==> config.mk <==
export PLATFORM = sky130hd
export DESIGN_NAME = stk_pull_seq
export DESIGN_NICKNAME = d
export VERILOG_FILES = /design/src/rtl/stk_pull_pkg.sv /design/src/rtl/stk_pull_prio.sv /design/src/rtl/stk_pull_ctrl.sv /design/src/rtl/stk_pull_ptrs.sv /design/src/rtl/stk_pull_seq.sv
export SDC_FILE = /design/constraint.sdc
export NUM_CORES = 1
export LEC_CHECK = 0
export BUFFER_PORTS_ARGS = -buffer_cell sky130_fd_sc_hd__clkbuf_2
export CAP_MARGIN = 20
export CORE_AREA = 2 2 122 124
export CTS_CLUSTER_DIAMETER = 80
export DETAILED_ROUTE_END_ITERATION = 10
export DIE_AREA = 0 0 124 126
export PLACE_DENSITY = 0.64
export SYNTH_ARGS = -nofsm -noshare
export SYNTH_HDL_FRONTEND = slang
export SYNTH_SLANG_ARGS = --single-unit
==> constraint.sdc <==
create_clock -name clk -period 2.2 [get_ports clk]
set_input_delay 0.44 -clock clk [delete_from_list [all_inputs] [get_ports clk]]
set_output_delay 0.44 -clock clk [all_outputs]
set_load 0.1 [all_outputs]
==> src/rtl/stk_pull_pkg.sv <==
package stk_pull_pkg;

    localparam int AW    = 16;          // address / pointer width
    localparam int BW    = 8;           // memory byte width
    localparam int RW    = 2 * BW;      // widest register value
    localparam int MW    = 8;           // selection mask width
    localparam int IDXW  = $clog2(MW);
    localparam int NWIDE = 4;           // mask bits below this are 16-bit registers

    localparam logic [IDXW-1:0] IDX_PC  = IDXW'(0);
    localparam logic [IDXW-1:0] IDX_OSP = IDXW'(1);

    typedef enum logic [2:0] {
        ST_IDLE,
        ST_FETCH,
        ST_GAP,
        ST_RD,
        ST_WAIT,
        ST_END
    } st_e;

    typedef struct packed {
        logic            we;
        logic [IDXW-1:0] sel;
        logic [RW-1:0]   data;
    } rf_wr_t;

    function automatic logic is_wide(input logic [IDXW-1:0] idx);
        return 32'(idx) < NWIDE;
    endfunction

    // bits strictly below idx
    function automatic logic [MW-1:0] below_mask(input logic [IDXW-1:0] idx);
        logic [MW-1:0] m;
        for (int i = 0; i < MW; i++) begin
            m[i] = (i < 32'(idx));
        end
        return m;
    endfunction

endpackage

==> src/rtl/stk_pull_prio.sv <==
module stk_pull_prio
    import stk_pull_pkg::*;
(
    input  logic [MW-1:0]   mask_i,
    output logic [IDXW-1:0] idx_o,
    output logic            any_o
);

    logic [IDXW-1:0] idx_chain [MW+1];

    assign idx_chain[0] = '0;

    generate
        for (genvar g = 0; g < MW; g++) begin : g_stage
            assign idx_chain[g+1] = mask_i[g] ? IDXW'(g) : idx_chain[g];
        end
    endgenerate

    assign idx_o = idx_chain[MW];
    assign any_o = |mask_i;

endmodule

==> src/rtl/stk_pull_ctrl.sv <==
module stk_pull_ctrl
    import stk_pull_pkg::*;
(
    input  logic            clk,
    input  logic            rst,
    input  logic            start,
    input  logic [BW-1:0]   mem_rdata,
    input  logic [IDXW-1:0] top_idx,
    output st_e             state_o,
    output logic [MW-1:0]   mask_o,
    output logic            load_o,
    output logic            fetch_o,
    output logic            stack_rd_o,
    output rf_wr_t          wr_o,
    output logic            done_o
);

    st_e           state_q, state_n;
    logic [MW-1:0] mask_q;
    logic [BW-1:0] hi_q;
    logic          lo_phase_q;
    logic          wide;
    logic [MW-1:0] rest;

    assign wide = is_wide(top_idx);
    assign rest = mask_q & below_mask(top_idx);

    always_comb begin
        state_n = state_q;
        load_o  = 1'b0;
        wr_o    = '0;
        case (state_q)
            ST_IDLE: begin
                if (start) begin
                    load_o  = 1'b1;
                    state_n = ST_FETCH;
                end
            end
            ST_FETCH: state_n = ST_GAP;
            ST_GAP:   state_n = (|mem_rdata) ? ST_RD : ST_END;
            ST_RD:    state_n = ST_WAIT;
            ST_WAIT: begin
                if (wide && !lo_phase_q) begin
                    state_n = ST_RD;
                end else begin
                    wr_o.we   = 1'b1;
                    wr_o.sel  = top_idx;
                    wr_o.data = wide ? {hi_q, mem_rdata}
                                     : {{(RW-BW){1'b0}}, mem_rdata};
                    state_n   = (|rest) ? ST_RD : ST_END;
                end
            end
            ST_END:   state_n = ST_IDLE;
            default:  state_n = ST_IDLE;
        endcase
    end

    always_ff @(posedge clk) begin
        if (rst) begin
            state_q    <= ST_IDLE;
            mask_q     <= '0;
            hi_q       <= '0;
            lo_phase_q <= 1'b0;
        end else begin
            state_q <= state_n;
            case (state_q)
                ST_GAP: begin
                    mask_q     <= mem_rdata;
                    lo_phase_q <= 1'b0;
                end
                ST_WAIT: begin
                    if (wide && !lo_phase_q) begin
                        hi_q       <= mem_rdata;
                        lo_phase_q <= 1'b1;
                    end else begin
                        mask_q     <= rest;
                        lo_phase_q <= 1'b0;
                    end
                end
                default: ;
            endcase
        end
    end

    assign state_o    = state_q;
    assign mask_o     = mask_q;
    assign fetch_o    = (state_q == ST_FETCH);
    assign stack_rd_o = (state_q == ST_RD);
    assign done_o     = (state_q == ST_END);

endmodule

==> src/rtl/stk_pull_ptrs.sv <==
module stk_pull_ptrs
    import stk_pull_pkg::*;
(
    input  logic          clk,
    input  logic          rst,
    input  logic          load,
    input  logic          use_u,
    input  logic [AW-1:0] pc_i,
    input  logic [AW-1:0] s_i,
    input  logic [AW-1:0] u_i,
    input  logic          pc_inc,
    input  logic          sp_inc,
    input  rf_wr_t        wr,
    output logic [AW-1:0] pc_o,
    output logic [AW-1:0] s_o,
    output logic [AW-1:0] u_o,
    output logic [AW-1:0] act_sp_o
);

    logic [AW-1:0] pc_q, s_q, u_q;
    logic          use_u_q;

    always_ff @(posedge clk) begin
        if (rst) begin
            pc_q    <= '0;
            s_q     <= '0;
            u_q     <= '0;
            use_u_q <= 1'b0;
        end else if (load) begin
            pc_q    <= pc_i;
            s_q     <= s_i;
            u_q     <= u_i;
            use_u_q <= use_u;
        end else begin
            if (pc_inc) begin
                pc_q <= pc_q + AW'(1);
            end
            if (sp_inc) begin
                if (use_u_q) u_q <= u_q + AW'(1);
                else         s_q <= s_q + AW'(1);
            end
            if (wr.we && wr.sel == IDX_PC) begin
                pc_q <= wr.data[AW-1:0];
            end
            if (wr.we && wr.sel == IDX_OSP) begin
                if (use_u_q) s_q <= wr.data[AW-1:0];
                else         u_q <= wr.data[AW-1:0];
            end
        end
    end

    assign pc_o     = pc_q;
    assign s_o      = s_q;
    assign u_o      = u_q;
    assign act_sp_o = use_u_q ? u_q : s_q;

endmodule

==> src/rtl/stk_pull_seq.sv <==
module stk_pull_seq
    import stk_pull_pkg::*;
(
    input  logic            clk,
    input  logic            rst,
    input  logic            start,
    input  logic            use_u,
    input  logic [AW-1:0]   pc_i,
    input  logic [AW-1:0]   s_i,
    input  logic [AW-1:0]   u_i,
    output logic            mem_re,
    output logic [AW-1:0]   mem_addr,
    input  logic [BW-1:0]   mem_rdata,
    output logic            rf_we,
    output logic [IDXW-1:0] rf_sel,
    output logic [RW-1:0]   rf_data,
    output logic [AW-1:0]   pc_o,
    output logic [AW-1:0]   s_o,
    output logic [AW-1:0]   u_o,
    output logic            done
);

    st_e             state;
    logic [MW-1:0]   mask_q;
    logic [IDXW-1:0] top_idx;
    logic            mask_any;
    logic            load, fetch, stack_rd;
    rf_wr_t          wr;
    logic [AW-1:0]   act_sp;

    stk_pull_prio u_prio (
        .mask_i (mask_q),
        .idx_o  (top_idx),
        .any_o  (mask_any)
    );

    stk_pull_ctrl u_ctrl (
        .clk        (clk),
        .rst        (rst),
        .start      (start),
        .mem_rdata  (mem_rdata),
        .top_idx    (top_idx),
        .state_o    (state),
        .mask_o     (mask_q),
        .load_o     (load),
        .fetch_o    (fetch),
        .stack_rd_o (stack_rd),
        .wr_o       (wr),
        .done_o     (done)
    );

    stk_pull_ptrs u_ptrs (
        .clk      (clk),
        .rst      (rst),
        .load     (load),
        .use_u    (use_u),
        .pc_i     (pc_i),
        .s_i      (s_i),
        .u_i      (u_i),
        .pc_inc   (fetch),
        .sp_inc   (stack_rd),
        .wr       (wr),
        .pc_o     (pc_o),
        .s_o      (s_o),
        .u_o      (u_o),
        .act_sp_o (act_sp)
    );

    assign mem_re   = fetch | stack_rd;
    assign mem_addr = fetch ? pc_o : act_sp;
    assign rf_we    = wr.we;
    assign rf_sel   = wr.sel;
    assign rf_data  = wr.data;

endmodule

[Word-level counts from Yosys, hierarchy flattened]
Index checks and enable logic that the tools add are counted.
Storage, ports and cells
  word-level logic and storage cells: 77
  register bits: 69
Cells by class
  bitwise operators: 2
  mux-type cells: 36
  magnitude comparators: 8
  reductions and logical operators: 12
  eq/ne operators: 8
  add/sub/neg operators: 3
Operators by type and width (number)
  two-way mux 16 bit: 16
  adder 16 x 1 -> 16 bit, second input constant: 3
  two-way mux 20 bit: 2
  two-way mux 3 bit: 10
  case mux 8 bit (2 select lines): 1
  OR reduction 8 bit: 2
  case mux 3 bit (5 select lines): 1
  less-than comparator 3 bit, first input constant: 3
  bitwise AND 8 x 7 -> 8 bit: 1
  two-way mux 8 bit: 1
  equality test 3 x 1 -> 1 bit, second input constant: 2
  equality test 3 x 2 -> 1 bit, second input constant: 2
  equality test 3 bit, second input constant: 2
  logical NOT 3 bit: 2
  less-than comparator 1 x 3 -> 1 bit, first input constant: 2
  less-than comparator 2 x 3 -> 1 bit, first input constant: 2
  two-way mux 1 bit: 4
  != test 2 bit, second input constant: 2
  AND reduction 2 bit: 2
  logical AND 1 bit: 3
  less-than comparator 3 bit, second input constant: 1
  nonzero test 3 bit: 1
  case mux 1 bit (2 select lines): 1
  nonzero test 2 bit: 1
  other kinds (2): 2

[Longest topological paths before layout]
  word-level depth: 15
  depth in mapped cells: 8

[Modules after synthesis]
Synthesis repeated with hierarchy kept, for this count alone.
Second synthesis, totals
  cells, all modules: 619
  area, all modules: 4775.8 um^2
Modules (own cells, without submodules)
  stk_pull_ptrs: sequential area each 980.9 um^2, instances 1, area each 3314.4 um^2, cells an instance 438
  stk_pull_ctrl: sequential area each 400.4 um^2, instances 1, area each 1152.4 um^2, cells an instance 150
  stk_pull_seq: sequential area each 0.0 um^2, instances 1, area each 251.5 um^2, cells an instance 19
  stk_pull_prio: sequential area each 0.0 um^2, instances 1, area each 57.6 um^2, cells an instance 12

[Least setup slack after synthesis]
Ideal clock, no wire load.
  path kind: flip-flop to output port
  from: register u_ptrs.u_q[2], in the netlist u_ptrs.u_o[2]
  to: output port mem_addr[2]
  setup slack: -1.705 ns
  path buffers: 1
  stages on the path, launching flop included: 4
  required time: 1.760 ns
  arrival: 3.465 ns
  cells stage by stage: dfxtp_1 > clkbuf_1 > mux2i_1 > o21ai_0
On the way
  word-level cells in the longest chain between the ends: 2
Ends and longest elaborated chain
  from (decl): line stk_pull_ptrs.sv:20  | logic [AW-1:0] pc_q, s_q, u_q;
  from (signal assigned): line stk_pull_ptrs.sv:32  | u_q <= u_i;
  from (signal assigned): line stk_pull_ptrs.sv:39  | if (use_u_q) u_q <= u_q + AW'(1);
  from (signal assigned): line stk_pull_ptrs.sv:47  | else u_q <= wr.data[AW-1:0];
  two-way mux 16 bit: line stk_pull_ptrs.sv:55  | assign act_sp_o = use_u_q ? u_q : s_q;
  two-way mux 16 bit: line stk_pull_seq.sv:70  | assign mem_addr = fetch ? pc_o : act_sp;
  to (decl): line stk_pull_seq.sv:12  | output logic [AW-1:0] mem_addr,
No other way between the ends.

[Final worst setup path]
  from: register u_ctrl.mask_q[4], in the netlist u_ctrl.mask_o[4]
  to: output port rf_data[7]
On the way
  word-level cells in the longest chain between the ends: 8
Ends and longest elaborated chain
  from (decl): line stk_pull_ctrl.sv:19  | logic [MW-1:0] mask_q;
  from (signal assigned): line stk_pull_ctrl.sv:68  | mask_q <= mem_rdata;
  from (signal assigned): line stk_pull_ctrl.sv:76  | mask_q <= rest;
  two-way mux 3 bit (4 in series): line stk_pull_prio.sv:15  | assign idx_chain[g+1] = mask_i[g] ? IDXW'(g) : idx_chain[g];
  less-than comparator 3 bit: line stk_pull_pkg.sv:29  | return 32'(idx) < NWIDE;
  logical AND 1 bit: line stk_pull_ctrl.sv:43  | if (wide && !lo_phase_q) begin
  two-way mux 20 bit: line stk_pull_ctrl.sv:43
  two-way mux 20 bit: line stk_pull_ctrl.sv:32  | case (state_q)
  to (decl): line stk_pull_seq.sv:16  | output logic [RW-1:0] rf_data,
No other way between the ends.

==> impl_results.md <==
* Most common cell after layout, fill and taps aside: clkbuf_2
* First-pass GRT wire length at 31700 um
* Remaining DRCs at 0
* DRT Pass-1 Iters at 5
* RSZ-0062 raised after global routing: true
* Overall Global Routing Usage at 26.8%
* Smallest setup slack after layout at -0.185 ns
* Remaining Overflow, GRT at 0
* DR WL/cell at 21.0 um
* Status: complete, but fails checks
* R2R setup slack at 0.06 ns
* HPWL after DPL at 15300 um
* Final hold violation count at 0
* Power per cell area at 765 nW/um2
* Post-Syn Instances at 647
* Worst path bufs/invs at 2
* Worst reg-to-reg path cell count at 10
* Most frequent cells in the layout: clkbuf_2 (107), nand2_1 (69), buf_4 (57)
* Synthesized area per cell at 7.66 um2
* CTS Buffer Depth at 2
* Final setup vio count at 14
* Hold Path Cell Cnt at 3
* Slew Limit Fails at 0
* Post-synth EDFFs at 0
* Clk root buf: clkbuf_16
* Die Height at 126 um
* Hold WS at 0.316 ns
* Reg-to-reg endpoint: u_ptrs.u_o[3]
* Failing checks: setup timing
* # rows at 44
* Final worst-path cycle share at 108%
* Placer Congestion at 0.927
* Crit end category: output port
* Seq/Total Area, Yosys at 27.9%
* Reg2Reg Launch Point: u_ctrl.mask_o[4]
* Top Family by Delay on Critical Path: simple AND/OR/NAND/NOR gates
* Remaining antenna violation count at 0
* CP dominant cell by count: buf_12
* Skew-Pair Late Insertion Delay at 0.34 ns
* Post-Route WL at 21200 um
* Detailed Route Iter0 Violations at 559
* Util after Layout at 52.7%
* Die area at 15600 um2
* DR vias at 5913
* Synth Cell Area at 4960 um2
* Nets at 882
* Layout area overhead at 52.3%
* Layout cell share with drive strength beyond 1 at 41.7%
* Design area at 7550 um2
* Register clock-pin slew on the reported worst setup and hold paths at 0.06 ns
* Die W at 124 um
* Netlist cell types at 76
* Worst EP required at 1.76 ns
* Critical path class: reg2out
* Instance area at placement at 6830 um2
* Cts bufs inserted at 9
* Ys async rst share at 0%
* CTS tree: built
* CP max FO at 8
* F_max at 419 MHz
* Yosys Warn Count at 0
* Min-Delay Endpoint: u_ptrs.s_o[2]
* CP Cell Sequence: or4_4 -> o21a_4 -> buf_12 -> and2_4 -> buf_12
* Vias in the first global route at 5622
* Crit start category: flip-flop
* Largest net degree at the start of global routing at 37
* Slew HR at 55.9%
* HP Class: in2reg
* Crit path largest cell delay at 0.57 ns
* Worst Tran Pin Value at 0.657 ns
* IO buf count at 145
* Ports at 146
* Fin crit period at 2.39 ns
* Synth Flop Type: dfxtp_1
* Synth Register Bits at 69
* TritonCTS Sinks at 69
* H-tree depth at 3
* Crit-path slowest cell: or4_4
* Leak at 3.01 nW
* Vias/cell at 5.87
* # diodes at 0
* Core area at 14300 um2
* Post-synthesis net count at 710
* Initial core utilization at 34.6%
* Initial antenna violation count at 0
* Crit path DAT at 1.95 ns
* Max Cap Viol at 0
* Hold Startpoint: s_i[2]
* Peak VDD IR at 0.452 mV
* Setup Skew at 0.00730 ns
* Worst setup path start: u_ctrl.mask_o[4]
## routing by layer
layer | wire [um] | track usage [%] | up-vias
li1 | - | - | 2740
met1 | 8470 | 36.3 | 2778
met5 | 0 | 0 | -
met4 | 968 | 12.6 | 0
met3 | 2060 | 4.89 | 60
met2 | 9700 | 40.8 | 335
## synth_stat cells, drive strengths merged (6+ instances only)
master / number / share of area [%]
xor2: 14 / 2.5
o211ai: 7 / 1.2
o31ai: 6 / 0.91
nand4: 19 / 2.8
nor2: 45 / 3.5
and3: 22 / 2.8
a21oi: 43 / 4.4
o21ai: 67 / 6.8
and2: 9 / 1.4
inv: 8 / 0.61
nor3: 22 / 2.2
buf: 30 / 3.8
dfxtp: 69 / 28
clkbuf: 25 / 1.9
xnor2: 16 / 2.8
and4: 12 / 2.2
nand3: 35 / 3.5
nand2: 73 / 5.5
mux2i: 27 / 5.5
a211o: 7 / 1.2
nor4: 12 / 1.9
## stage by stage
| step | TNS [ns] | cells | worst slack, ns | total power [W] |
|---|---|---|---|---|
| 2_1_floorplan | -0.455 | 647 | -0.197 | 0.00335 |
| 6_report | -1.54 | 1007 | -0.185 | 0.00577 |
| 4_1_cts | -1.40 | 994 | -0.174 | 0.00569 |
| 5_1_grt | -2.14 | 1007 | -0.221 | 0.00597 |
| 3_3_place_gp | 0 | 965 | 0.147 | 0.00402 |
| 3_5_place_dp | 0 | 965 | 0.133 | 0.00403 |
## flip-flops by register name, indices dropped and copies added, names as in the netlist
signal	flops
u_ctrl.state_o	3
u_ctrl.hi_q	8
u_ptrs.use_u_q	1
u_ptrs.pc_o	16
u_ctrl.lo_phase_q	1
u_ptrs.u_o	16
u_ctrl.mask_o	8
u_ptrs.s_o	16
## cell type report
class,instances,area (um2)
flip-flops and latches,69,1440
clock inverters,5,75.1
repair buffers,216,1970
clock buffers,10,239
well taps,184,230
fillers,1319,6770
multi-input cells,515,3560
inverters,8,33.8
## cells by family after synthesis
| logic type | count (synthesis) | synth area share (%) |
|---|---|---|
| XOR/XNOR | 30 | 5.30 |
| adder cells (fa/ha/maj) | 3 | 0.757 |
| AND/OR/NAND/NOR | 278 | 31.7 |
| buffers and inverters | 63 | 6.36 |
| flip-flops | 69 | 27.9 |
| multiplexers | 27 | 5.45 |
| AO/OA/AOI/OAI | 177 | 22.5 |
## how the worst max path moves through the flow
| stage | depth (start not counted) | slack, ns | to |
|---|---|---|---|
| finish | 5 | -0.19 | rf_data[7] |
| global route | 6 | -0.22 | rf_data[0] |
| CTS | 5 | -0.17 | rf_data[7] |
| detailed placement | 6 | 0.13 | rf_data[1] |
| global placement | 6 | 0.15 | rf_data[1] |
| floorplan | 4 | -0.20 | mem_addr[2] |
## power breakdown
group | internal (W) | switching (W) | leakage (nW)
clock network | 0.00101 | 0.000573 | 0.158
registers | 0.00139 | 0.000223 | 0.582
logic | 0.000779 | 0.00180 | 2.27
total | 0.00318 | 0.00259 | 3.01
## worst min-delay path, stage by stage
cell and delay, ns:
clkbuf_2 0.08, nand2_1 0.05, a21oi_1 0.05
## repair_timing
item	in CTS	in global routing
setup endpoints to repair	34	34
cloned	2	2
hold buffers	0	0
pin swaps	7	5
resized for setup	22	15
buffers inserted	12	11
Note: power is estimated with default switching activity, not from simulation.
